### src/rtl/serTxPkg.sv
package serTxPkg;
  localparam int TICKS_PER_BIT = 16;
  localparam int TICK_W        = 6;

  typedef enum logic [2:0] {
    ST_IDLE,
    ST_START,
    ST_DATA,
    ST_PARITY,
    ST_STOP
  } txState_e;

  // strobes from control to datapath: at most one per cycle
  typedef struct packed {
    logic load;       // capture word, drive start bit
    logic dataBit;    // drive next data bit
    logic parityBit;  // drive parity bit
    logic stopBit;    // drive stop level
  } txStrobe_t;
endpackage

### src/rtl/serTxCtrl.sv
module serTxCtrl
  import serTxPkg::*;
#(
  parameter int DATA_W = 16,
  parameter int DIV_W  = 16
) (
  input  logic             clk,
  input  logic             rstN,
  input  logic             fifoEmpty,
  input  logic             ctsN,
  input  logic             suspend,
  input  logic [2:0]       cfgLen,
  input  logic [2:0]       cfgParity,
  input  logic [1:0]       cfgStop,
  input  logic [DIV_W-1:0] cfgDiv,
  output logic             fifoRd,
  output txStrobe_t        stb,
  output logic [2:0]       parMode
);
  localparam int LEN_W = $clog2(DATA_W + 1);
  localparam logic [TICK_W-1:0] BIT_TICKS  = TICK_W'(TICKS_PER_BIT);
  localparam logic [TICK_W-1:0] HALF_TICKS = TICK_W'(TICKS_PER_BIT * 3 / 2);
  localparam logic [TICK_W-1:0] TWO_TICKS  = TICK_W'(TICKS_PER_BIT * 2);

  txState_e          state;
  logic [DIV_W-1:0]  divCnt, divLat;
  logic [TICK_W-1:0] tickCnt, stopLat, curTicks;
  logic [LEN_W-1:0]  bitIdx, lenLat;
  logic              parEnLat;
  logic              tick, bitEnd, lastBit, startFrame;

  function automatic logic [LEN_W-1:0] decodeLen(input logic [2:0] code);
    case (code)
      3'd0:    return LEN_W'(5);
      3'd1:    return LEN_W'(6);
      3'd2:    return LEN_W'(7);
      3'd4:    return LEN_W'(DATA_W);
      default: return LEN_W'(8);
    endcase
  endfunction

  function automatic logic [TICK_W-1:0] decodeStop(input logic [1:0] code);
    case (code)
      2'd1:    return HALF_TICKS;
      2'd2:    return TWO_TICKS;
      default: return BIT_TICKS;
    endcase
  endfunction

  assign startFrame = (state == ST_IDLE) && !fifoEmpty && !ctsN && !suspend;
  assign fifoRd     = startFrame;
  assign tick       = (divCnt == divLat);
  assign curTicks   = (state == ST_STOP) ? stopLat : BIT_TICKS;
  assign bitEnd     = (state != ST_IDLE) && tick && (tickCnt == curTicks - TICK_W'(1));
  assign lastBit    = (bitIdx == lenLat - LEN_W'(1));

  // bit timing counters
  always_ff @(posedge clk or negedge rstN) begin
    if (!rstN) begin
      divCnt  <= '0;
      tickCnt <= '0;
    end else if (startFrame) begin
      divCnt  <= '0;
      tickCnt <= '0;
    end else if (state != ST_IDLE) begin
      divCnt <= tick ? '0 : divCnt + DIV_W'(1);
      if (tick) tickCnt <= bitEnd ? '0 : tickCnt + TICK_W'(1);
    end
  end

  // frame sequencing and configuration capture
  always_ff @(posedge clk or negedge rstN) begin
    if (!rstN) begin
      state    <= ST_IDLE;
      bitIdx   <= '0;
      lenLat   <= LEN_W'(8);
      stopLat  <= BIT_TICKS;
      divLat   <= '0;
      parMode  <= '0;
      parEnLat <= 1'b0;
    end else if (startFrame) begin
      state    <= ST_START;
      bitIdx   <= '0;
      lenLat   <= decodeLen(cfgLen);
      stopLat  <= decodeStop(cfgStop);
      divLat   <= cfgDiv;
      parMode  <= cfgParity;
      parEnLat <= (cfgParity >= 3'd1) && (cfgParity <= 3'd4);
    end else if (bitEnd) begin
      case (state)
        ST_START: begin
          state  <= ST_DATA;
          bitIdx <= '0;
        end
        ST_DATA: begin
          if (lastBit) state <= parEnLat ? ST_PARITY : ST_STOP;
          else         bitIdx <= bitIdx + LEN_W'(1);
        end
        ST_PARITY: state <= ST_STOP;
        ST_STOP:   state <= ST_IDLE;
        default:   state <= ST_IDLE;
      endcase
    end
  end

  always_comb begin
    stb           = '0;
    stb.load      = startFrame;
    stb.dataBit   = bitEnd && ((state == ST_START) || ((state == ST_DATA) && !lastBit));
    stb.parityBit = bitEnd && (state == ST_DATA) && lastBit && parEnLat;
    stb.stopBit   = bitEnd && (((state == ST_DATA) && lastBit && !parEnLat) ||
                               (state == ST_PARITY));
  end
endmodule

### src/rtl/serTxPath.sv
module serTxPath
  import serTxPkg::*;
#(
  parameter int DATA_W = 16
) (
  input  logic              clk,
  input  logic              rstN,
  input  txStrobe_t         stb,
  input  logic [DATA_W-1:0] fifoData,
  input  logic [2:0]        parMode,
  output logic              txdLine
);
  logic [DATA_W-1:0] shiftQ;
  logic              accQ;
  logic              parBit;

  always_comb begin
    case (parMode)
      3'd1:    parBit = ~accQ;  // odd
      3'd2:    parBit = accQ;   // even
      3'd3:    parBit = 1'b1;   // mark
      default: parBit = 1'b0;   // space
    endcase
  end

  always_ff @(posedge clk or negedge rstN) begin
    if (!rstN) begin
      shiftQ  <= '0;
      accQ    <= 1'b0;
      txdLine <= 1'b1;
    end else if (stb.load) begin
      shiftQ  <= fifoData;
      accQ    <= 1'b0;
      txdLine <= 1'b0;
    end else if (stb.dataBit) begin
      txdLine <= shiftQ[0];
      accQ    <= accQ ^ shiftQ[0];
      shiftQ  <= shiftQ >> 1;
    end else if (stb.parityBit) begin
      txdLine <= parBit;
    end else if (stb.stopBit) begin
      txdLine <= 1'b1;
    end
  end
endmodule

### src/rtl/serFrameTx.sv
module serFrameTx
  import serTxPkg::*;
#(
  parameter int DATA_W = 16,
  parameter int DIV_W  = 16
) (
  input  logic              clk,
  input  logic              rstN,
  input  logic [DATA_W-1:0] fifoData,
  input  logic              fifoEmpty,
  output logic              fifoRd,
  input  logic [2:0]        cfgLen,
  input  logic [2:0]        cfgParity,
  input  logic [1:0]        cfgStop,
  input  logic [DIV_W-1:0]  cfgDiv,
  input  logic              rtsOn,
  input  logic              dtrOn,
  input  logic              ctsN,
  input  logic              suspend,
  input  logic              strapHold,
  output logic              txd,
  output logic              rtsN,
  output logic              dtrN,
  output logic              outEn,
  output logic              shutdownN
);
  txStrobe_t  ctlStb;
  logic [2:0] parMode;
  logic       txdLine;
  logic       strapQ;

  serTxCtrl #(.DATA_W(DATA_W), .DIV_W(DIV_W)) u_ctrl (
    .clk(clk), .rstN(rstN), .fifoEmpty(fifoEmpty), .ctsN(ctsN), .suspend(suspend),
    .cfgLen(cfgLen), .cfgParity(cfgParity), .cfgStop(cfgStop), .cfgDiv(cfgDiv),
    .fifoRd(fifoRd), .stb(ctlStb), .parMode(parMode)
  );

  serTxPath #(.DATA_W(DATA_W)) u_path (
    .clk(clk), .rstN(rstN), .stb(ctlStb), .fifoData(fifoData),
    .parMode(parMode), .txdLine(txdLine)
  );

  // strap follows the pin only while reset is held
  always_ff @(posedge clk) begin
    if (!rstN) strapQ <= strapHold;
  end

  assign txd       = suspend ? 1'b1 : txdLine;
  assign rtsN      = suspend ? 1'b1 : ~rtsOn;
  assign dtrN      = suspend ? 1'b1 : ~dtrOn;
  assign outEn     = !(suspend && !strapQ);
  assign shutdownN = !suspend;
endmodule

### config.mk
export PLATFORM = sky130hd
export DESIGN_NAME = serFrameTx
export DESIGN_NICKNAME = d
export VERILOG_FILES = /design/src/rtl/serTxPkg.sv /design/src/rtl/serTxCtrl.sv /design/src/rtl/serTxPath.sv /design/src/rtl/serFrameTx.sv
export SDC_FILE = /design/constraint.sdc
export NUM_CORES = 1
export LEC_CHECK = 0
export BUFFER_PORTS_ARGS = -buffer_cell sky130_fd_sc_hd__buf_2
export CAP_MARGIN = 20
export CORE_MARGIN = 4
export CORE_UTILIZATION = 58
export DETAILED_ROUTE_END_ITERATION = 10
export PLACE_DENSITY = 0.8
export SYNTH_ARGS = -nofsm -noshare
export SYNTH_HDL_FRONTEND = slang
export SYNTH_HIERARCHICAL = 1
export SYNTH_SLANG_ARGS = --single-unit
### constraint.sdc
create_clock -name clk -period 3.1 [get_ports clk]
set_input_delay 0.62 -clock clk [delete_from_list [all_inputs] [get_ports clk]]
set_output_delay 0.62 -clock clk [all_outputs]
set_load 0.1 [all_outputs]
# Word-level counts from Yosys, hierarchy flattened
# Cells that the tools add are included.
[word_totals]
memories = 0
inputBits = 48
out_inout_bits = 6
reg_bits = 80
wordCells = 108
ramBits = 0
latchBits = 0
romBits = 0
[classes]
mux = 31
n_addsub = 5
multipliers = 0
shift = 0
bitwise = 4
n_reduce_logical = 36
n_eq_ne = 17
div = 0
n_lt_le_gt_ge = 2
[op_table]
columns = ["op", "n"]
rows = [
  ["$mux 16", 5],
  ["$mux 6", 5],
  ["$pmux 5 s4", 1],
  ["$add 16x1->16 const B", 1],
  ["$eq 16x16->1", 1],
  ["$eq 3x2->1 const B", 5],
  ["$logic_and 1x1->1", 15],
  ["$mux 5", 3],
  ["$mux 3", 4],
  ["$pmux 6 s2", 1],
  ["$pmux 5 s2", 1],
  ["$eq 3x1->1 const B", 3],
  ["$mux 1", 9],
  ["$pmux 3 s3", 1],
  ["$reduce_bool 2->1", 4],
  ["$logic_not 1->1", 7],
  ["$add 6x1->6 const B", 1],
  ["$eq 3x3->1 const B", 2],
  ["$eq 6x6->1", 1],
  ["$logic_not 3->1", 2],
  ["$reduce_bool 3->1", 2],
  ["$sub 6x1->6 const B", 1],
  ["$add 5x1->5 const B", 1],
  ["$eq 5x5->1", 1],
  ["other kinds (14)", 18],
]

# Longest topological paths before layout
# Gate-level depths: netlist of the first run.
[depth]
depth_word = 11
ltp_mapped = 14
mapped_depth_nobuf = 12

# Hierarchy
# The synthesis of the first run kept the hierarchy.
[modules_own_cells]
columns = ["module", "area_each_um2", "instances", "cells_each", "seq_area_each_um2"]
rows = [
  ["serTxCtrl", 3118.0, 1, 341, 1453.9],
  ["serTxPath", 852.1, 1, 81, 451.7],
  ["serFrameTx", 62.6, 1, 7, 30.0],
]

# Least setup slack after synthesis of the first run
# No wires, ideal clock.
[synth_timing]
kind = "input-to-reg"
start = "in fifoEmpty"
end = "reg u_path.shiftQ[4]"
required_ns = 2.965
setup_time_ns = 0.135
n_path_buf = 3
arrival_ns = 2.981
stages = 7
path_slack_ns = -0.016
path_cell_list = "nor3_1 -> nand2_1 -> clkinv_1 -> clkbuf_1 -> buf_4 -> clkbuf_1 -> o21ai_0"
[synth_between]
elab_chain_len = 5
elab_cells_between_ends = 6
classes_between = "mux (1); reduce/logical (5)"
[synth_rtl]
columns = ["item", "line_no", "rtl"]
rows = [
  ["start, declared", "serFrameTx.sv:10", "input logic fifoEmpty,"],
  ["$logic_not 1->1 (*)", "serTxCtrl.sv:50", "assign startFrame = (state == ST_IDLE) && !fifoEmpty && !ctsN && !suspend;"],
  ["$logic_and 1x1->1 (*) (3 in series)", "serTxCtrl.sv:50", ""],
  ["via fifoRd", "serFrameTx.sv:11", "output logic fifoRd,"],
  ["$mux 16 / $reduce_bool 2->1 (equally long branches)", "--", ""],
  ["end signal, assigned", "serTxPath.sv:32", "shiftQ <= fifoData;"],
  ["end signal, assigned", "serTxPath.sv:38", "shiftQ <= shiftQ >> 1;"],
  ["end, declared", "serTxPath.sv:13", "logic [DATA_W-1:0] shiftQ;"],
]
# Mark *: on every way through the listed nets, which the timed path passes. The rest lies on a longest branch.
# A chain may end at the register's enable or synchronous reset.

==> qor.txt, run 1 <==
flops & latches, synth: 77
ys async rst share: 98.7%
power density over the cells: 420 nW/µm²
# Post-CTS Setup Buffers: 0
Initial Utilization: 59.7%
DR WL met2: 4070 µm
sequential area share after synthesis: 48.0%
boundary pin count: 54
I/O Buffers: 53
count of final setup violators: 0
syn nets: 482
leak pwr: 2.10 nW
Syn Area/Cell: 9.40 µm²
final setup TNS: 0 ps
DRC: 0
first-pass GRT wire length: 14800 µm
Crit Path Class: flop to flop
wl on met1: 3830 µm
Post-Route Skew: 12.2 ps
DRT Wirelength: 8480 µm
Slew headroom: 62.2%
RSZ-0062 raised after global routing: false
Initial DRT Pass Iterations: 5
Worst EP required: 3300 ps
DR WL met3: 458 µm
reg2reg setup slack: 490 ps
worst-path cell chain: nor2_1 -> nand3_1 -> ha_1 -> xor2_1 -> and3_1 -> nand4_2 -> nor3_2 -> buf_4 -> mux2i_1 -> o21ai_0
Slowest cell on crit path: dfrtp_1
vias per cell: 5.68
CTS root buffer: clkbuf_8
gr ovfl total: 0
placed instance count: 552
clk_lat worst skew: 340 ps
Hold WC Path Type: primary input to async pin
CP arrival: 2810 ps
Die X: 91.4 µm
cts bufs inserted: 9
endpoints failing hold: 0
reg2reg start: u_ctrl/state[0]
Area Overhead vs Synth: 14.0%
pin slew with the least headroom to its limit: 567 ps
Worst Path Buf+Inv: 1
Initial DRC Count: 148
predominant post-synthesis flop cell: dfrtp_1
Die Y: 91.4 µm
CTS max path bufs: 2
r2r worst-path depth: 10
synth warn: 6
Mapped Cells: 429
Layout Nets: 536
Via Count: 3224
H-tree Lvls: 3
Post-DRT Antenna Nets: 0
initial antenna violation count: 1
vias in the first global route: 3167
status: finished, final reports clean
placement row count: 30
DP HPWL: 5750 µm
Max Cap Viol: 0
FF-to-FF End: u_path/shiftQ[4]
CP startpoint kind: flop
GRT Overall Usage: 21.8%
placer congestion estimate: 0.823
clock transition at the registers of the reported paths: 80 ps
VDD IR max: 0.261 mV
Max stage delay on crit path: 490 ps
Slew Viols, Final: 0
largest net degree at the start of global routing: 62
per-cell routed wire length: 14.9 µm
layout cells sized above 1: 17.8%
FMAX: 383 MHz
non-filler cells, final: 568
Fill cells: 560
PostCTS Resize Cnt: 0
Post-Syn Area: 4030 µm²
total core area: 6760 µm²
fin crit period: 2610 ps
hold buffer count at CTS: 0
EDFF count, synth: 1
critical path peak fanout: 21
crit share post-route: 84.2%
CTS sink cnt: 77
CTS tree: built
Worst path top cell family by delay: simple AND/OR/NAND/NOR gates
Yosys cell types: 55
diode count: 0
CP endpoint kind: flop
die area: 8350 µm²
top routing layer used: met5
[cell usage after synthesis, drive strengths merged (2+ instances only)]
| master | instances | area [µm²] |
|---|---|---|
| dfrtp | 73 | 1830 |
| ha | 5 | 62.6 |
| clkbuf | 7 | 26.3 |
| xor2 | 15 | 131 |
| o41ai | 2 | 17.5 |
| dfstp | 3 | 78.8 |
| or4 | 2 | 15.0 |
| mux2i | 18 | 180 |
| nand2 | 96 | 360 |
| o31ai | 4 | 30.0 |
| or3 | 6 | 37.5 |
| o21a | 2 | 15.0 |
| nor2b | 3 | 18.8 |
| xnor2 | 26 | 228 |
| inv | 10 | 37.5 |
| a21o | 5 | 37.5 |
| nand2b | 11 | 68.8 |
| a21oi | 7 | 35.0 |
| o21ai | 31 | 159 |
| and3 | 8 | 50.1 |
| buf | 11 | 85.1 |
| nand4 | 10 | 68.8 |
| nor3 | 9 | 50.1 |
| o211ai | 3 | 22.5 |
| nor4 | 3 | 33.8 |
| nor2 | 29 | 111 |
| nand3 | 11 | 55.1 |
[registers in the layout, summed over array words and instances, names as in the netlist, 3 cells and up]
register,count
u_ctrl/state,3
u_ctrl/bitIdx,5
u_ctrl/divLat,16
u_ctrl/parMode,3
u_ctrl/divCnt,16
u_ctrl/tickCnt,6
u_path/shiftQ,16
u_ctrl/stopLat,3
u_ctrl/lenLat,5
[stage by stage]
step                util, %  setup WS [ps]  total power [mW]  hold slack [ps]  area, µm²
global placement       64.8            600              1.12              461       4380
detailed placement     64.8            549              1.12              465       4380
floorplan                 -            536              1.06              324       4030
finish                 68.0            490              1.93              206       4600
CTS                    68.0            474              1.94              211       4600
global route           68.0            213              2.00              217       4600
[layer usage]
layer  vias to the layer above  track usage [%]
li1                       1574                -
met1                      1545             29.5
met2                        91             35.1
met3                        12             3.56
met4                         2             8.42
met5                         -                0
[power by group]
| group | leakage, nW | internal (mW) | switching (mW) | total, mW |
|---|---|---|---|---|
| Clock | 0.107 | 0.475 | 0.358 | 0.833 |
| Sequential | 0.926 | 1.01 | 0.000474 | 1.01 |
| Combinational | 1.07 | 0.0305 | 0.0618 | 0.0923 |
[worst max-delay path by stage]
| stage | startpoint | end | slack, ps | cells after the start |
|---|---|---|---|---|
| 2_1_floorplan | fifoEmpty | u_path/shiftQ[4] | 540 | 7 |
| 3_3_place_gp | u_ctrl/state[0] | u_ctrl/bitIdx[4] | 600 | 9 |
| 3_5_place_dp | u_ctrl/state[0] | u_path/accQ | 550 | 11 |
| 4_1_cts | u_ctrl/state[0] | u_path/shiftQ[4] | 470 | 10 |
| 5_1_grt | u_ctrl/state[0] | u_path/shiftQ[6] | 210 | 10 |
| 6_report | u_ctrl/state[0] | u_path/shiftQ[4] | 490 | 10 |
[worst reg2reg max path: cells and delay by family (launching register included)]
family,cells,cell delay (ps)
AND/OR/NAND/NOR,5,830
flip-flops,1,490
buffers and inverters,1,330
adder cells (fa/ha/maj),1,320
multiplexers,1,260
XOR/XNOR,1,140
AO/OA/AOI/OAI,1,100
[area by class of cell]
type | instances | area, µm² | share of cell area (%)
clock inverters | 4 | 72.6 | 1.58
well taps | 80 | 100 | 2.18
flip-flops and latches | 77 | 1940 | 42.1
clock buffers | 12 | 145 | 3.16
repair buffers | 61 | 353 | 7.68
inverters | 11 | 41.3 | 0.898
multi-input cells | 323 | 1950 | 42.4
[kinds of logic (layout without fill, tap and decap cells)]
logic type	Yosys count	count (layout)	share of synthesized area, %
compound gates	66	66	10.6
xor+xnor	41	41	8.90
fa+ha+maj	5	5	1.55
buf+inv	29	88	3.79
flops	77	77	48.0
mux	18	18	4.47
simple gates	193	193	22.7
[layout by cell type (no fill, tap or decap), types with 6 or more instances in the layout]
cell,netlist,layout
nor3_1,8,7
mux2i_1,18,18
xor2_1,15,15
dfrtp_1,73,73
nor2_1,28,28
nand3_1,11,11
nand2_1,96,96
inv_1,10,10
buf_2,7,52
or3_1,6,6
o21ai_1,8,8
xnor2_1,26,26
buf_4,1,7
clkbuf_8,0,10
nand4_1,9,9
o21ai_0,22,22
nand2b_1,11,11
a21oi_1,7,7
and3_1,8,8
Note: power is estimated with default switching activity, not from simulation.
==> inputs of run 2 (changes only) <==
- CORE_UTILIZATION: 58 -> 52
- PLACE_DENSITY: 0.8 -> 0.76
- clock period: 3.1 -> 2.3 ns (I/O delays scaled with it)
==> run 2 against run 1 <==
Against the previous run:
- the run now ends with negative setup slack left
- non-clock buffer count increased by 21
- core utilization decreased by 2.6 points
- power increased by 30%
- highest routed layer is now met4
==> qor.txt, run 2 (synthesis gave the netlist of run 1 again) <==
CTS tree: built
I/O Buffers: 53
Slowest cell on crit path: dfrtp_1
boundary pin count: 54
placed instance count: 585
Layout Utilization: 65.4%
power density over the cells: 519 nW/µm²
setup ws final: -85.4 ps
Initial DRT Pass Iterations: 4
Worst Hold Slack: 142 ps
reg2reg start: u_ctrl/state[0]
DRC: 0
cts bufs inserted: 9
most frequent cells in the layout: 95 x nand2_1, 73 x dfrtp_1, 52 x buf_2, 27 x nor2_1, 26 x xnor2_1
placer congestion estimate: 0.831
Initial Utilization: 54.4%
FMAX: 419 MHz
gr ovfl total: 0
CP arrival: 2600 ps
first-pass GRT wire length: 14200 µm
CP endpoint kind: flop
placement row count: 31
end point of the critical path: u_path/shiftQ[10]
reg2reg setup slack: -90 ps
Slew headroom: 66.8%
die area: 9230 µm²
Max stage delay on crit path: 420 ps
fin area: 4850 µm²
Via Count: 3199
Layout Nets: 557
CTS root buffer: clkbuf_8
Power, Total: 2.51 mW
largest net degree at the start of global routing: 77
DP HPWL: 5760 µm
Hold WC Path Type: primary input to async pin
Die Y: 96.1 µm
Critical Path Source: u_ctrl/state[0]
initial antenna violation count: 0
leak pwr: 2.20 nW
CTS sink cnt: 77
per-cell routed wire length: 13.8 µm
endpoints failing hold: 0
CTS max path bufs: 2
RSZ-0062 raised after global routing: true
crit share post-route: 104%
Placed Area: 4550 µm²
count of final setup violators: 20
diode count: 0
Area Overhead vs Synth: 20.2%
Die X: 96.1 µm
Top Registers: u_ctrl/divCnt x16, u_ctrl/divLat x16, u_path/shiftQ x16
commonest non-fill, non-tap cell in the layout: nand2_1
Initial DRC Count: 169
total core area: 7410 µm²
Slew Viols, Final: 0
status: complete, but fails checks
Max Cap Viol: 0
dpl ws: -38.7 ps
Crit Path Class: flop to flop
fin crit period: 2390 ps
FF-to-FF End: u_path/shiftQ[10]
DRT Wirelength: 8410 µm
pin slew with the least headroom to its limit: 496 ps
Worst EP required: 2520 ps
worst-path cell chain: nor2_4 -> nand3_1 -> ha_1 -> xor2_1 -> and3_1 -> nand4_4 -> nor3_4 -> buf_6 -> mux2i_1 -> o21ai_1
final setup TNS: -1020 ps
vias in the first global route: 3107
clk_lat worst skew: 350 ps
clock transition at the registers of the reported paths: 80 ps
Post-DRT Antenna Nets: 0
failing checks: negative setup slack
non-filler cells, final: 608
critical path peak fanout: 9
r2r worst-path depth: 10
H-tree Lvls: 3
GRT Overall Usage: 20.0%
Post-Route Skew: 12.1 ps
vias per cell: 5.26
CP startpoint kind: flop
VDD IR max: 0.372 mV
layout cells sized above 1: 22.6%
## run 2: worst min-delay path by stage
stage                                   end  slack, ps  depth (start not counted)
after CTS                  u_ctrl/bitIdx[2]        160                          2
after detailed placement  u_ctrl/parMode[2]        460                          2
final                      u_ctrl/bitIdx[2]        140                          2
after floorplan            u_ctrl/bitIdx[0]        160                          0
after global routing       u_ctrl/lenLat[0]        170                          2
after global placement    u_ctrl/parMode[2]        450                          2
## run 2: final cells by class
class	count	area (µm²)
clock buffers	11	141
clock inverters	5	58.8
fillers	612	2560
inverters	11	42.5
multi-input cells	323	2010
flip-flops and latches	77	1940
well taps	99	124
repair buffers	82	538
## run 2: power by group
| part | total, mW | internal [mW] | switching, mW |
|---|---|---|---|
| sequential | 1.36 | 1.36 | 0.000494 |
| combinational | 0.125 | 0.0421 | 0.0830 |
| clock | 1.03 | 0.533 | 0.499 |
| total | 2.51 | 1.93 | 0.582 |
## run 2: critical path: cells and delay by family, from the launching register on
| kind | cells | cell delay [ps] |
|---|---|---|
| buffers and inverters | 1 | 200 |
| and+or+nand+nor | 5 | 860 |
| adders and majority gates | 1 | 300 |
| xor gates and xnor gates | 1 | 160 |
| DFF | 1 | 420 |
| AOI/OAI and AO/OA | 1 | 80 |
| muxes | 1 | 210 |
## run 2: layer usage
layer	part of all wire, %	track usage (%)	vias up	routed length (µm)
met5	0	0	-	0
met1	49	28.4	1523	4120
met3	4.1	3.52	10	347
met2	45	30.0	55	3810
met4	1.5	8.53	0	127
li1	-	-	1611	-
## run 2: timing repair
action,4_1_cts,5_1_grt
buffers inserted,5,2
setup endpoints to repair,20,36
pin swaps,1,1
gates resized for setup,6,7
gates cloned,0,0
hold buffers,0,0
hold endpoints to repair,0,0
==> inputs of run 3 (changes only) <==
- RECOVER_POWER: default -> 50
==> run 3 against run 2 <==
Against the previous run:
- the flow finishes with violations (max-capacitance violations, max-slew violations, negative setup slack)
- first-iteration DRC count decreased by 1.2%
- register-to-register slack about the same
- sequential power about the same
- clock power about the same
- critical path depth unchanged
- core utilization decreased by 0.22 points
- hold slack improved by 160 ps
- clock-buffer cell count unchanged
- via count increased by 0.16%
- die area unchanged
- global-route usage unchanged
- fmax increased by 0.28%
- critical path type unchanged
- largest cell class unchanged
==> qor.txt, run 3 (synthesis gave the netlist of run 1 again) <==
status: complete, but fails checks
failing checks: max-capacitance violations, max-slew violations, negative setup slack
GRT Overall Usage: 20.0%
vias in the first global route: 3107
initial antenna violation count: 0
CTS sink cnt: 77
Slew headroom: -20.3%
critical path peak fanout: 9
Initial DRT Pass Iterations: 4
die area: 9230 µm²
CP endpoint kind: flop
CTS tree: built
layout cells sized above 1: 22.4%
Layout Nets: 557
I/O Buffers: 53
commonest non-fill, non-tap cell in the layout: nand2_1
placed instance count: 585
DRT Wirelength: 8460 µm
Via Count: 3204
Max Cap Viol: 1
per-cell routed wire length: 13.9 µm
Area Overhead vs Synth: 19.8%
DRC: 0
dpl ws: -38.7 ps
setup ws final: -78.7 ps
final setup TNS: -896 ps
CP arrival: 2600 ps
diode count: 0
H-tree Lvls: 3
placer congestion estimate: 0.831
Layout Utilization: 65.2%
Worst Path Buf+Inv: 1
CTS root buffer: clkbuf_8
Post-DRT Antenna Nets: 0
boundary pin count: 54
Crit Path Class: flop to flop
first-pass GRT wire length: 14200 µm
Worst path top cell family by delay: simple AND/OR/NAND/NOR gates
Top Registers: u_ctrl/divCnt x16, u_ctrl/divLat x16, u_path/shiftQ x16
non-filler cells, final: 608
Initial Utilization: 54.4%
Placed Area: 4550 µm²
Max stage delay on crit path: 420 ps
fin crit period: 2380 ps
placement row count: 31
cts bufs inserted: 9
Initial DRC Count: 167
clock transition at the registers of the reported paths: 80 ps
Hold WC Path Type: primary input to flop
pin slew with the least headroom to its limit: 1810 ps
Die X: 96.1 µm
gr ovfl total: 0
CTS max path bufs: 2
FMAX: 420 MHz
vias per cell: 5.27
count of final setup violators: 20
Fill cells: 615
largest net degree at the start of global routing: 77
Worst EP required: 2520 ps
leak pwr: 2.19 nW
most frequent cells in the layout: 95 x nand2_1, 73 x dfrtp_1, 51 x buf_2, 27 x nor2_1, 26 x xnor2_1
endpoints failing hold: 0
Die Y: 96.1 µm
Post-Route Skew: 14.5 ps
CP startpoint kind: flop
DP HPWL: 5760 µm
total core area: 7410 µm²
power density over the cells: 521 nW/µm²
crit share post-route: 103%
Slowest cell on crit path: dfrtp_1
Slew Viols, Final: 77
RSZ-0062 raised after global routing: true
VDD IR max: 0.374 mV
clk_lat worst skew: 350 ps
fin area: 4830 µm²
worst-path cell chain: nor2_4 -> nand3_1 -> ha_1 -> xor2_1 -> and3_1 -> nand4_4 -> nor3_4 -> buf_6 -> mux2i_1 -> o21ai_1
## run 3: cell types whose count changed in the layout (fill, tap and decap cells not counted)
cell / previous run / this run
clkbuf_1: 1 / 2
buf_12: 3 / 2
clkbuf_2: 0 / 1
buf_2: 52 / 51
## run 3: timing repair
item | 4_1_cts | 5_1_grt
resized for setup | 6 | 7
endpoints found under the setup margin | 20 | 36
pin swaps | 1 | 1
setup buffers | 5 | 2
hold buffers | 0 | 0
## run 3: path summary, 6_finish.rpt
kind / start / cells after the start / to / slack [ps]
setup / recovery: u_ctrl/state[0] / 10 / u_path/shiftQ[10] / -80
hold / removal: cfgDiv[5] / 3 / u_ctrl/divLat[5] / 300
setup reg to reg: u_ctrl/state[0] / 10 / u_path/shiftQ[10] / -80
hold reg to reg: u_ctrl/parMode[2] / 2 / u_ctrl/parMode[2] / 480
max in group asynchronous: rstN / 2 / u_ctrl/divLat[6] / 530
min in group asynchronous: rstN / 2 / u_ctrl/bitIdx[2] / 690
## run 3: through the flow
stage               hold WS [ps]  power [mW]
global route                 296        2.61
global placement             452        1.51
floorplan                    164        1.43
CTS                          159        2.53
finish                       299        2.52
detailed placement           463        1.51
## run 3: layer usage
metal | GRT usage, % | up-vias | share of wire (%)
li1 | - | 1609 | -
met2 | 30.0 | 63 | 45
met5 | 0 | - | 0
met3 | 3.52 | 10 | 4.2
met1 | 28.4 | 1522 | 49
met4 | 8.53 | 0 | 1.5
## run 3: worst register-to-register path, stage by stage, from the launching register on
cell and delay (ps):
dfrtp_1 420, nor2_4 130, nand3_1 100, ha_1 300, xor2_1 160, and3_1 220, nand4_4 150, nor3_4 260
buf_6 200, mux2i_1 220, o21ai_1 80
## run 3: cell type report
type	instances	area, µm²	share of cell area, %
clock buffers	11	141	2.93
clock inverters	5	58.8	1.22
well taps	99	124	2.56
multi-input cells	323	2010	41.6
inverters	11	42.5	0.880
flip-flops and latches	77	1940	40.1
repair buffers	82	522	10.8
## run 3: power by group
group / internal, mW / switching [mW] / total, mW
Clock: 0.534 / 0.504 / 1.04
Combinational: 0.0387 / 0.0825 / 0.121
Sequential: 1.36 / 0.000494 / 1.36
